**src/rtl/seq_pkg.sv**
```systemverilog
package seq_pkg;
  typedef enum logic [2:0] {
    S_IDLE,
    S_PPULSE,
    S_PVERIFY,
    S_EPULSE,
    S_EVERIFY
  } seq_state_e;
endpackage

```
**src/rtl/seq_pulse_timer.sv**
```systemverilog
module seq_pulse_timer #(
  parameter int unsigned LEN = 10
) (
  input  logic clk_i,
  input  logic rst_ni,
  input  logic en_i,
  input  logic clr_i,
  output logic last_o
);
  localparam int unsigned W = (LEN > 1) ? $clog2(LEN) : 1;

  logic [W-1:0] cnt_q;

  assign last_o = en_i && (cnt_q == W'(LEN - 1));

  always_ff @(posedge clk_i or negedge rst_ni) begin
    if (!rst_ni)              cnt_q <= '0;
    else if (clr_i || last_o) cnt_q <= '0;
    else if (en_i)            cnt_q <= cnt_q + 1'b1;
  end
endmodule

```
**src/rtl/seq_try_counter.sv**
```systemverilog
module seq_try_counter #(
  parameter int unsigned MAX = 25
) (
  input  logic clk_i,
  input  logic rst_ni,
  input  logic clr_i,
  input  logic inc_i,
  output logic cap_o
);
  localparam int unsigned W = $clog2(MAX + 1);

  logic [W-1:0] cnt_q;

  assign cap_o = (cnt_q == W'(MAX));

  always_ff @(posedge clk_i or negedge rst_ni) begin
    if (!rst_ni)              cnt_q <= '0;
    else if (clr_i)           cnt_q <= '0;
    else if (inc_i && !cap_o) cnt_q <= cnt_q + 1'b1;
  end
endmodule

```
**src/rtl/prog_erase_seq.sv**
```systemverilog
module prog_erase_seq
  import seq_pkg::*;
#(
  parameter int unsigned ADDR_W = 18,
  parameter int unsigned DATA_W = 8,
  parameter int unsigned P_CYC  = 10,
  parameter int unsigned E_CYC  = 1000,
  parameter int unsigned P_MAX  = 25,
  parameter int unsigned E_MAX  = 1000
) (
  input  logic              clk_i,
  input  logic              rst_ni,
  input  logic              lockout_i,
  input  logic              start_prog_i,
  input  logic              start_erase_i,
  input  logic [ADDR_W-1:0] addr_i,
  input  logic [DATA_W-1:0] data_i,
  output logic [DATA_W-1:0] rd_data_o,
  output logic              busy_o,
  output logic              done_o,
  output logic              fail_o,
  output logic [ADDR_W-1:0] arr_addr_o,
  output logic [DATA_W-1:0] arr_wdata_o,
  input  logic [DATA_W-1:0] arr_rdata_i,
  output logic              arr_prog_o,
  output logic              arr_erase_o
);
  localparam int unsigned MSB = DATA_W - 1;

  seq_state_e        state_q, state_d;
  logic [ADDR_W-1:0] addr_q, addr_d;
  logic [DATA_W-1:0] tgt_q, tgt_d;
  logic              ers_q, ers_d;
  logic              done_q, done_d;
  logic              fail_q, fail_d;

  logic accept, p_en, e_en, p_last, e_last, p_cap, e_cap;
  logic p_ok, blank, top_addr, p_clr;

  assign accept   = (state_q == S_IDLE) && !lockout_i && (start_prog_i || start_erase_i);
  assign p_en     = (state_q == S_PPULSE) && !lockout_i;
  assign e_en     = (state_q == S_EPULSE) && !lockout_i;
  assign p_ok     = (arr_rdata_i == tgt_q);
  assign blank    = &arr_rdata_i;
  assign top_addr = &addr_q;
  // per-byte budget restarts on each new byte
  assign p_clr    = accept || lockout_i || ((state_q == S_PVERIFY) && p_ok);

  // program and erase pulse timers share one structure
  for (genvar g = 0; g < 2; g++) begin : g_tmr
    if (g == 0) begin : g_prog
      seq_pulse_timer #(.LEN(P_CYC)) u_tmr (
        .clk_i, .rst_ni, .en_i(p_en), .clr_i(lockout_i), .last_o(p_last)
      );
    end else begin : g_erase
      seq_pulse_timer #(.LEN(E_CYC)) u_tmr (
        .clk_i, .rst_ni, .en_i(e_en), .clr_i(lockout_i), .last_o(e_last)
      );
    end
  end

  seq_try_counter #(.MAX(P_MAX)) u_ptry (
    .clk_i, .rst_ni, .clr_i(p_clr), .inc_i(p_last), .cap_o(p_cap)
  );

  seq_try_counter #(.MAX(E_MAX)) u_etry (
    .clk_i, .rst_ni, .clr_i(accept || lockout_i), .inc_i(e_last), .cap_o(e_cap)
  );

  always_comb begin
    state_d = state_q;
    addr_d  = addr_q;
    tgt_d   = tgt_q;
    ers_d   = ers_q;
    fail_d  = fail_q;
    done_d  = 1'b0;
    unique case (state_q)
      S_IDLE: if (accept) begin
        fail_d  = 1'b0;
        ers_d   = !start_prog_i;
        addr_d  = start_prog_i ? addr_i : '0;
        tgt_d   = start_prog_i ? data_i : '0;
        state_d = S_PPULSE;
      end
      S_PPULSE: if (p_last) state_d = S_PVERIFY;
      S_PVERIFY: begin
        if (p_ok) begin
          if (!ers_q) begin
            state_d = S_IDLE;
            done_d  = 1'b1;
          end else if (top_addr) begin
            addr_d  = '0;
            state_d = S_EPULSE;
          end else begin
            addr_d  = addr_q + 1'b1;
            state_d = S_PPULSE;
          end
        end else if (p_cap) begin
          state_d = S_IDLE;
          done_d  = 1'b1;
          fail_d  = 1'b1;
        end else begin
          state_d = S_PPULSE;
        end
      end
      S_EPULSE: if (e_last) state_d = S_EVERIFY;
      S_EVERIFY: begin
        if (blank) begin
          if (top_addr) begin
            state_d = S_IDLE;
            done_d  = 1'b1;
          end else begin
            addr_d = addr_q + 1'b1;
          end
        end else if (e_cap) begin
          state_d = S_IDLE;
          done_d  = 1'b1;
          fail_d  = 1'b1;
        end else begin
          state_d = S_EPULSE;  // resume verify at this address
        end
      end
      default: state_d = S_IDLE;
    endcase
    if (lockout_i) begin
      state_d = S_IDLE;
      done_d  = 1'b0;
      fail_d  = 1'b0;
    end
  end

  always_ff @(posedge clk_i or negedge rst_ni) begin
    if (!rst_ni) begin
      state_q <= S_IDLE;
      addr_q  <= '0;
      tgt_q   <= '0;
      ers_q   <= 1'b0;
      done_q  <= 1'b0;
      fail_q  <= 1'b0;
    end else begin
      state_q <= state_d;
      addr_q  <= addr_d;
      tgt_q   <= tgt_d;
      ers_q   <= ers_d;
      done_q  <= done_d;
      fail_q  <= fail_d;
    end
  end

  assign busy_o      = (state_q != S_IDLE);
  assign done_o      = done_q;
  assign fail_o      = fail_q;
  assign arr_prog_o  = p_en;
  assign arr_erase_o = e_en;
  assign arr_addr_o  = busy_o ? addr_q : addr_i;
  assign arr_wdata_o = tgt_q;
  assign rd_data_o   = busy_o ? {(!ers_q && !tgt_q[MSB]), {(DATA_W-1){1'b0}}} : arr_rdata_i;
endmodule

```
**config.mk**
```make
export PLATFORM = sky130hd
export DESIGN_NAME = prog_erase_seq
export DESIGN_NICKNAME = d
export VERILOG_FILES = /design/src/rtl/seq_pkg.sv /design/src/rtl/seq_pulse_timer.sv /design/src/rtl/seq_try_counter.sv /design/src/rtl/prog_erase_seq.sv
export SDC_FILE = /design/constraint.sdc
export NUM_CORES = 1
export LEC_CHECK = 0
export ABC_CLOCK_PERIOD_IN_PS = 2800
export BUFFER_PORTS_ARGS = -buffer_cell sky130_fd_sc_hd__buf_2
export CAP_MARGIN = 20
export CORE_MARGIN = 10
export CORE_UTILIZATION = 45
export DETAILED_ROUTE_END_ITERATION = 10
export HOLD_SLACK_MARGIN = 0.1
export MAX_ROUTING_LAYER = met4
export PLACE_DENSITY = 0.76
export SLEW_MARGIN = 20
export SYNTH_ARGS = -nofsm -noshare
export SYNTH_HDL_FRONTEND = slang
export SYNTH_SLANG_ARGS = --single-unit
```
**constraint.sdc**
```tcl
create_clock -name clk_i -period 2.8 [get_ports clk_i]
set_input_delay 0.56 -clock clk_i [delete_from_list [all_inputs] [get_ports clk_i]]
set_output_delay 0.56 -clock clk_i [all_outputs]
set_load 0.03 [all_outputs]
```
# Yosys cells after proc, flatten, opt, wreduce, memory -nomap -nowiden
# Cells that the tools add are included.
# totals
register_bits,61
inputBits,39
out_inout_bits,39
wordCells,118
# classes
addsub,5
eq_ne,22
mux,46
n_reduce_logical,35
# op_table
op,n
two-way mux 18 bit,8
case mux 18 bit (3 select lines),1
two-way mux 10 bit,4
two-way mux 3 bit,7
"adder 10 x 1 -> 10 bit, second input constant",2
"== test 10 bit, second input constant",2
"adder 18 x 1 -> 18 bit, second input constant",1
AND reduction 18 bit,1
two-way mux 8 bit,2
case mux 3 bit (5 select lines),1
two-way mux 1 bit,14
"inequality test 3 x 2 -> 1 bit, second input constant",4
AND reduction 6 bit,2
logical AND 1 bit,10
two-way mux 5 bit,2
"inequality test 2 bit, second input constant",5
"inequality test 3 bit, second input constant",3
== test 8 bit,1
two-way mux 4 bit,2
AND reduction 8 bit,1
nonzero test 2 bit,4
"== test 3 x 2 -> 1 bit, second input constant",2
logical NOT 1 bit,6
two-way mux 2 bit,3
15 further kinds,20

# Logic depth before layout (Yosys ltp)
# Gate-level depths: netlist (run 1).
# depth
ltp_word,6
depth_mapped,10
depth_no_buf,8

# Cells and area by module
# From an unflattened synthesis (run 1), not the netlist that was laid out.
# unflattened
cells_unflattened,472
hier_area_um2,4095.2
# by_module_without_submodules
mod,n_inst,cells_per_inst,area_per_inst_um2,seq_area_each_um2
prog_erase_seq,1,315,2486.1,800.8
seq_try_counter (u_etry),1,58,589.3,250.2
seq_pulse_timer (g_tmr[1].g_erase.u_tmr),1,52,516.7,250.2
seq_try_counter (u_ptry),1,28,285.3,125.1
seq_pulse_timer (g_tmr[0].g_prog.u_tmr),1,19,217.7,100.1

# Worst setup path after synthesis (run 1)
# Ideal clock, no wire load.
# synth_timing
kind,flip-flop to flip-flop
startpoint,register state_q[0]
endpoint,register u_ptry.cnt_q[3]
setup_ns,0.121
t_arrival_ns,2.091
t_required_ns,2.679
path_slack_ns,0.587
path_stages_with_launch,9
path_buffers,2
synth_period_minus_slack_ns,2.213
cell_sequence,dfrtp_1 > buf_2 > nor3b_2 > nor2b_1 > and3_1 > clkbuf_1 > nand4_1 > xor2_1 > nor2_1
# synth_via
elab_cells_between_ends,13
cone_classes,eq/ne: 2; mux: 1; reduce/logical: 10
# synth_rtl
element,line_no,text
from (decl),prog_erase_seq.sv:30,"seq_state_e state_q, state_d;"
from (signal assigned),prog_erase_seq.sv:141,state_q <= state_d;
== test 3 x 1 -> 1 bit,prog_erase_seq.sv:41,assign p_en = (state_q == S_PPULSE) && !lockout_i;
logical AND 1 bit,prog_erase_seq.sv:41,
named net arr_prog_o,prog_erase_seq.sv:25,"output logic arr_prog_o,"
logical AND 1 bit,seq_pulse_timer.sv:14,assign last_o = en_i && (cnt_q == W'(LEN - 1));
logical AND 1 bit,seq_try_counter.sv:19,else if (inc_i && !cap_o) cnt_q <= cnt_q + 1'b1;
nonzero test 2 bit (no source line),--,
to (signal assigned),seq_try_counter.sv:19,
to (decl),seq_try_counter.sv:12,logic [W-1:0] cnt_q;
# The timed path passes the listed nets, and every way through them passes these cells.
# A chain may end at the register's enable or synchronous reset.

# Final worst setup path (run 1)
# layout_timing
startpoint,register state_q[2]
endpoint,output port rd_data_o[7]
# layout_via
elab_chain_cells,2
# layout_rtl
element,line_no,text
nonzero test 3 bit,prog_erase_seq.sv:150,assign busy_o = (state_q != S_IDLE);
two-way mux 8 bit,prog_erase_seq.sv:157,"assign rd_data_o = busy_o ? {(!ers_q && !tgt_q[MSB]), {(DATA_W-1){1'b0}}} : arr_rdata_i;"
to (decl),prog_erase_seq.sv:18,"output logic [DATA_W-1:0] rd_data_o,"
# No other way between the ends.

==> results of run 1 <==
==> metal layers <==
| metal | track usage, % | vias to the layer above | routed length (µm) |
|---|---|---|---|
| li1 | - | 1786 | - |
| met1 | 19.49 | 1735 | 4499 |
| met2 | 26.03 | 103 | 4748 |
| met3 | 4.899 | 9 | 669 |
| met4 | 4.992 | 0 | 99 |
| met5 | - | - | 0 |
==> logic make-up (layout without fill, tap and decap cells) <==
group	count (synthesis)	in the layout	synth area share, %
AND/OR/NAND/NOR	222	222	29.47
AO/OA/AOI/OAI	105	105	17.03
flip-flops	61	61	39.95
buffers and inverters	43	123	4.682
XOR/XNOR	25	25	5.730
adder cells (fa/ha/maj)	8	8	2.620
multiplexers	2	2	0.5239
==> power breakdown <==
group	switching (µW)	total (µW)	internal, µW
Combinational	1380	2010	628
Clock	329	667	338
Sequential	256	1330	1070
==> flip-flops by register name, indices dropped and copies added (netlist names) <==
register and cells:
addr_q 18, g_tmr.g_erase.u_tmr.cnt_q 10, u_etry.cnt_q 10, arr_wdata_o 8
u_ptry.cnt_q 5, g_tmr.g_prog.u_tmr.cnt_q 4, state_q 3, done_o 1
ers_q 1, fail_o 1
==> worst paths after layout <==
check	startpoint	end	depth (start not counted)
max	state_q[2]$_DFFE_PN0P_	rd_data_o[7]	5
min	rst_ni	addr_q[6]$_DFFE_PN0P_	1
max reg2reg	addr_q[0]$_DFFE_PN0P_	addr_q[1]$_DFFE_PN0P_	9
min reg2reg	g_tmr[1].g_erase.u_tmr.cnt_q[0]$_DFFE_PN0P_	g_tmr[1].g_erase.u_tmr.cnt_q[0]$_DFFE_PN0P_	1
max in group asynchronous	rst_ni	arr_wdata_o[7]$_DFFE_PN0P_	2
min in group clk_i	data_i[4]	arr_wdata_o[4]$_DFFE_PN0P_	3
==> final cells by class <==
type | count | area, µm² | share of cell area (%)
tap | 105 | 131.4 | 2.932
timing repair buffer | 86 | 465.4 | 10.39
sequential | 61 | 1526 | 34.07
clock buffer | 13 | 148.9 | 3.323
clock inverter | 2 | 10.01 | 0.2234
multi-input combinational | 362 | 2116 | 47.22
inverter | 22 | 82.58 | 1.843
==> placed cells by master, fill, tap and decap left out, drive strengths merged, types with 11 or more instances in the layout <==
cell | Yosys | layout
inv | 22 | 22
nand4 | 14 | 14
buf | 7 | 86
nor2 | 44 | 44
nand3 | 32 | 32
and2 | 11 | 11
xor2 | 15 | 15
nand2 | 71 | 71
o21ai | 49 | 49
clkbuf | 14 | 13
a21oi | 15 | 15
dfrtp | 61 | 61
==> through the flow <==
stage	cell area (µm²)	setup WS [ns]	hold WS, ns
final	4481	0.3860	0.2409
after global routing	4481	0.2424	0.2882
after CTS	4481	0.3696	0.2495
after detailed placement	4322	0.4860	0.5117
after global placement	4322	0.5727	0.5033
after floorplan	3821	0.5873	0.2644
==> impl_results.md, run 1 <==
* CP max-delay cell: dfrtp_1
* Max FO, Critical Path at 34
* Fraction of registers with async set/reset at 100.0%
* Placed cells at approximately 640
* Max Cap Violations at 0
* Die W at about 110 µm
* Netlist cell types at between 50 and 60
* Power Density at 894.1 mW/mm²
* # rows at 33
* Fin Clk Skew at ~0.015 ns
* P&R area growth vs syn at 17.26%
* Total Power at around 4000 µW
* FF-to-FF setup slack at approximately 0.51 ns
* Share of the synthesized area in the top cell type at 39.95%
* I/O pin total at 78
* Root buffer cell: clkbuf_8
* Setup tns final at 0 ns
* Post_cts resized at 0
* CTS tree: done
* Via Count at approximately 3600
* Cts bufs inserted at 9
* Fin. Hold Viols at 0
* Initial antenna violation count at 0
* Seq/Total Area, Yosys at around two fifths
* Via density at around 5.6
* CTS max path bufs at 2
* Final core occ at ~54%
* Post-synth EDFFs at 0
* Hold Path Class: input pin to asynchronous set/reset pin
* Crit start category: register
* Outcome: complete, no violations
* CTS clk-pin slew, worst paths at ~0.070 ns
* Synth Flop Type: dfrtp_1
* Post-Syn Instances at around 470
* Remaining global-route overflow at 0
* Top-count cell post-synth: nand2_1
* Worst-path cell chain: nor3_4 > buf_4 > nand2_1 > o31ai_1 > buf_2
* Yosys reg bits at 61
* ANT cells at 0
* Final setup vio count at 0
* Fmax at roughly 410 MHz
* Detailed Place HPWL at around 7600 µm
* Die area at ~0.013 mm²
* RSZ-0062 raised after global routing: false
* Die height at approximately 110 µm
* Syn_nets at slightly above 500
* Clock Latency Late Sink at between 0.3 and 0.4 ns
* Htree depth at 3
* CP Data Required Time at 2.24 ns
* Final slew viol count at 0
* Core area at between 0.008 and 0.009 mm²
* Cts hold-fix bufs at 0
* Clock sink count at 61
* Fin nets at 589
* First-pass GRT wire length at 17110 µm
* Ys Warns at 0
* Arrival time at the worst endpoint at around 1.9 ns
* DR iter-0 viols at roughly 270
* DRC violations left at 0
* Routed len/inst at ~15 µm
* Setup bufs post-CTS at 0
* Starting Density at 46.27%
* CP Capture Type: primary output
* CP top delay family: buffers and inverters
* Largest net degree at the start of global routing at 36
* Max stage delay on crit path at approximately 0.50 ns
* CP Buf/Inv Count at 2
* Period minus WS final at between 2 and 2.5 ns
* Pleak at roughly 0.0021 µW
* Synth cell count leaders: nand2_1, dfrtp_1, nor2_1, o21ai_0, nand3_1
* Gr usage total at 16.34%
* Post-Syn Area at 0.003821 mm²
* Post-Route WL at 10020 µm
* Worst slew margin relative to its limit at 56.51%
* Cell type with the largest total area after synthesis: dfrtp_1
* Post-Layout Cell Count at 651
* Drt pass-1 iters at 5
* Worst VDD drop at 495.7 µV
* IO Port Bufs at 77
* Period utilisation layout at a little under nine tenths
* Synthesized area per cell at just over 8 µm²
* Worst slew pin tran at ~0.65 ns
* Top post-synthesis cells by area: dfrtp_1, nand2_1, o21ai_0, nor2_1, nand3_1
* # fillers at about 800
* Layout cells sized above 1 at between 20% and 30%
* Post-DRT Antenna Nets at 0
* Crit Path Class: register to primary output
* Vias in the first global route at 3728
* Routability cong. at 0.8749
Note: power is estimated with default switching activity, not from simulation.
==> run 2: changes to the inputs <==
Settings changed: HOLD_SLACK_MARGIN 0.1 to 0.12, PLACE_DENSITY 0.76 to unset, PLACE_DENSITY_LB_ADDON set to 0.25.
==> impl_results.md, run 2 (synthesis results as in run 1) <==
* Outcome: complete, no violations
* Hold Path Class: input pin to asynchronous set/reset pin
* Via Count at between 3000 and 4000
* Met3 Usage GRT at roughly 3.9%
* Starting Density at a little under half
* Die W at between 100 and 150 µm
* Cts hold-fix bufs at 0
* Final setup vio count at 0
* Initial antenna violation count at 0
* Vias in the first global route at about 3700
* CTS max path bufs at 2
* Clock share of power at between 20% and 30%
* Crit start category: register
* Power Density at around 940 mW/mm²
* Final slew viol count at 0
* Max Cap Violations at 0
* Psw at approximately 2000 µW
* Clock sink count at 61
* Worst Hold Margin at 0.2349 ns
* Die area at 0.01258 mm²
* Cts bufs inserted at 9
* Detailed Place HPWL at roughly 7600 µm
* Busiest layer in global routing: met2
* Clock Latency Late Sink at 0.35 ns
* Routed len/inst at ~16 µm
* DRC violations left at 0
* CTS clk-pin slew, worst paths at 0.07 ns
* Worst VDD drop at around 490 µV
* Post-Route WL at 10390 µm
* Core area at 0.008258 mm²
* Max FO, Critical Path at 34
* Fin. Hold Viols at 0
* Period utilisation layout at between 80% and 90%
* # rows at 33
* Via density at around 5.6
* Fin Clk Skew at a little under 0.008 ns
* Period minus WS final at ~2.4 ns
* CTS tree: done
* Arrival time at the worst endpoint at about 1.9 ns
* Drt pass-1 iters at 4
* Post_cts resized at 0
* Worst slew margin relative to its limit at roughly 56%
* Htree depth at 3
* Largest register FFs at 18
* Crit Path Class: register to primary output
* Largest net degree at the start of global routing at 35
* Met1 usage at 21.90%
* Sequential Power Share at 30.9%
* Layout cells sized above 1 at 21.72%
* I/O pin total at just under 80
* Comb power frac at a little under half
* First-pass GRT wire length at approximately 18000 µm
* Pleak at about 0.0021 µW
* Worst slew pin tran at around 0.65 ns
* Most common cell after layout, fill and taps aside: buf_2
* M2 GR Usage at between 20% and 30%
* Fin nets at 590
* Post-DRT Antenna Nets at 0
* Switching share of total power at ~46%
* Routability cong. at between 0.8 and 0.9
* P&R area growth vs syn at 19.78%
* ANT cells at 0
* Gr usage total at around 17%
* Fmax at a little over 400 MHz
* Largest registers: addr_q (18), g_tmr.g_erase.u_tmr.cnt_q (10), u_etry.cnt_q (10)
* CP Data Required Time at between 2 and 2.5 ns
* Root buffer cell: clkbuf_8
* RSZ-0062 raised after global routing: false
* DR iter-0 viols at between 200 and 250
* Die height at 112.2 µm
* Most frequent cells in the layout: buf_2, nand2_1, dfrtp_1, nor2_1, o21ai_0
* Reg with most FFs: addr_q
* Remaining global-route overflow at 0
* CP Capture Type: primary output
* Total Power at ~4300 µW
* Setup bufs post-CTS at 0
* P_int at 2320 µW
* IO Port Bufs at 77
* Setup tns final at 0 ns
## run 2: path summary, 6_finish.rpt
path / end / cells past startpoint / from / slack, ns
max in group asynchronous: arr_wdata_o[3]$_DFFE_PN0P_ / 2 / rst_ni / 1.94
max: rd_data_o[7] / 5 / state_q[2]$_DFFE_PN0P_ / 0.39
min in group clk_i: arr_wdata_o[5]$_DFFE_PN0P_ / 3 / data_i[5] / 0.45
min: g_tmr[1].g_erase.u_tmr.cnt_q[7]$_DFFE_PN0P_ / 1 / rst_ni / 0.23
max reg2reg: addr_q[16]$_DFFE_PN0P_ / 8 / addr_q[0]$_DFFE_PN0P_ / 0.49
min reg2reg: fail_o$_DFFE_PN0P_ / 2 / fail_o$_DFFE_PN0P_ / 0.52
## run 2: through the flow
step | area [µm²] | worst slack, ns | utilization [%] | instances
2_1_floorplan | 3821 | 0.5873 | - | 466
3_3_place_gp | 4329 | 0.6400 | 52.42 | 637
3_5_place_dp | 4329 | 0.5388 | 52.42 | 637
4_1_cts | 4577 | 0.3813 | 55.42 | 653
5_1_grt | 4577 | 0.2096 | 55.42 | 653
6_report | 4577 | 0.3902 | 55.42 | 653
## run 2: critical path: stages (launching register included)
cell,delay [ns]
dfrtp_1,0.51
nor3_4,0.25
buf_4,0.34
nand2_1,0.09
o31ai_1,0.07
buf_2,0.24
## run 2: layer usage
metal,vias to the layer above,routed length (µm)
met2,114,4792
met5,-,0
li1,1793,-
met4,0,132
met1,1742,4899
met3,14,563
## run 2: layout make-up
type	count	area, µm²
well taps	105	131.4
clock buffers	10	137.6
inverters	22	82.58
multi-input cells	362	2116
flip-flops and latches	61	1526
clock inverters	6	110.1
repair buffers	87	473.0
fillers	821	3681
## run 2: power groups by stage
stage                     Combinational, µW  Clock (µW)  Sequential (µW)
final                                  2010         975             1340
after global routing                   2230        1020             1370
after CTS                              2030         990             1330
after detailed placement               2020           0             1340
after global placement                 2000           0             1330
after floorplan                        1390           0             1380
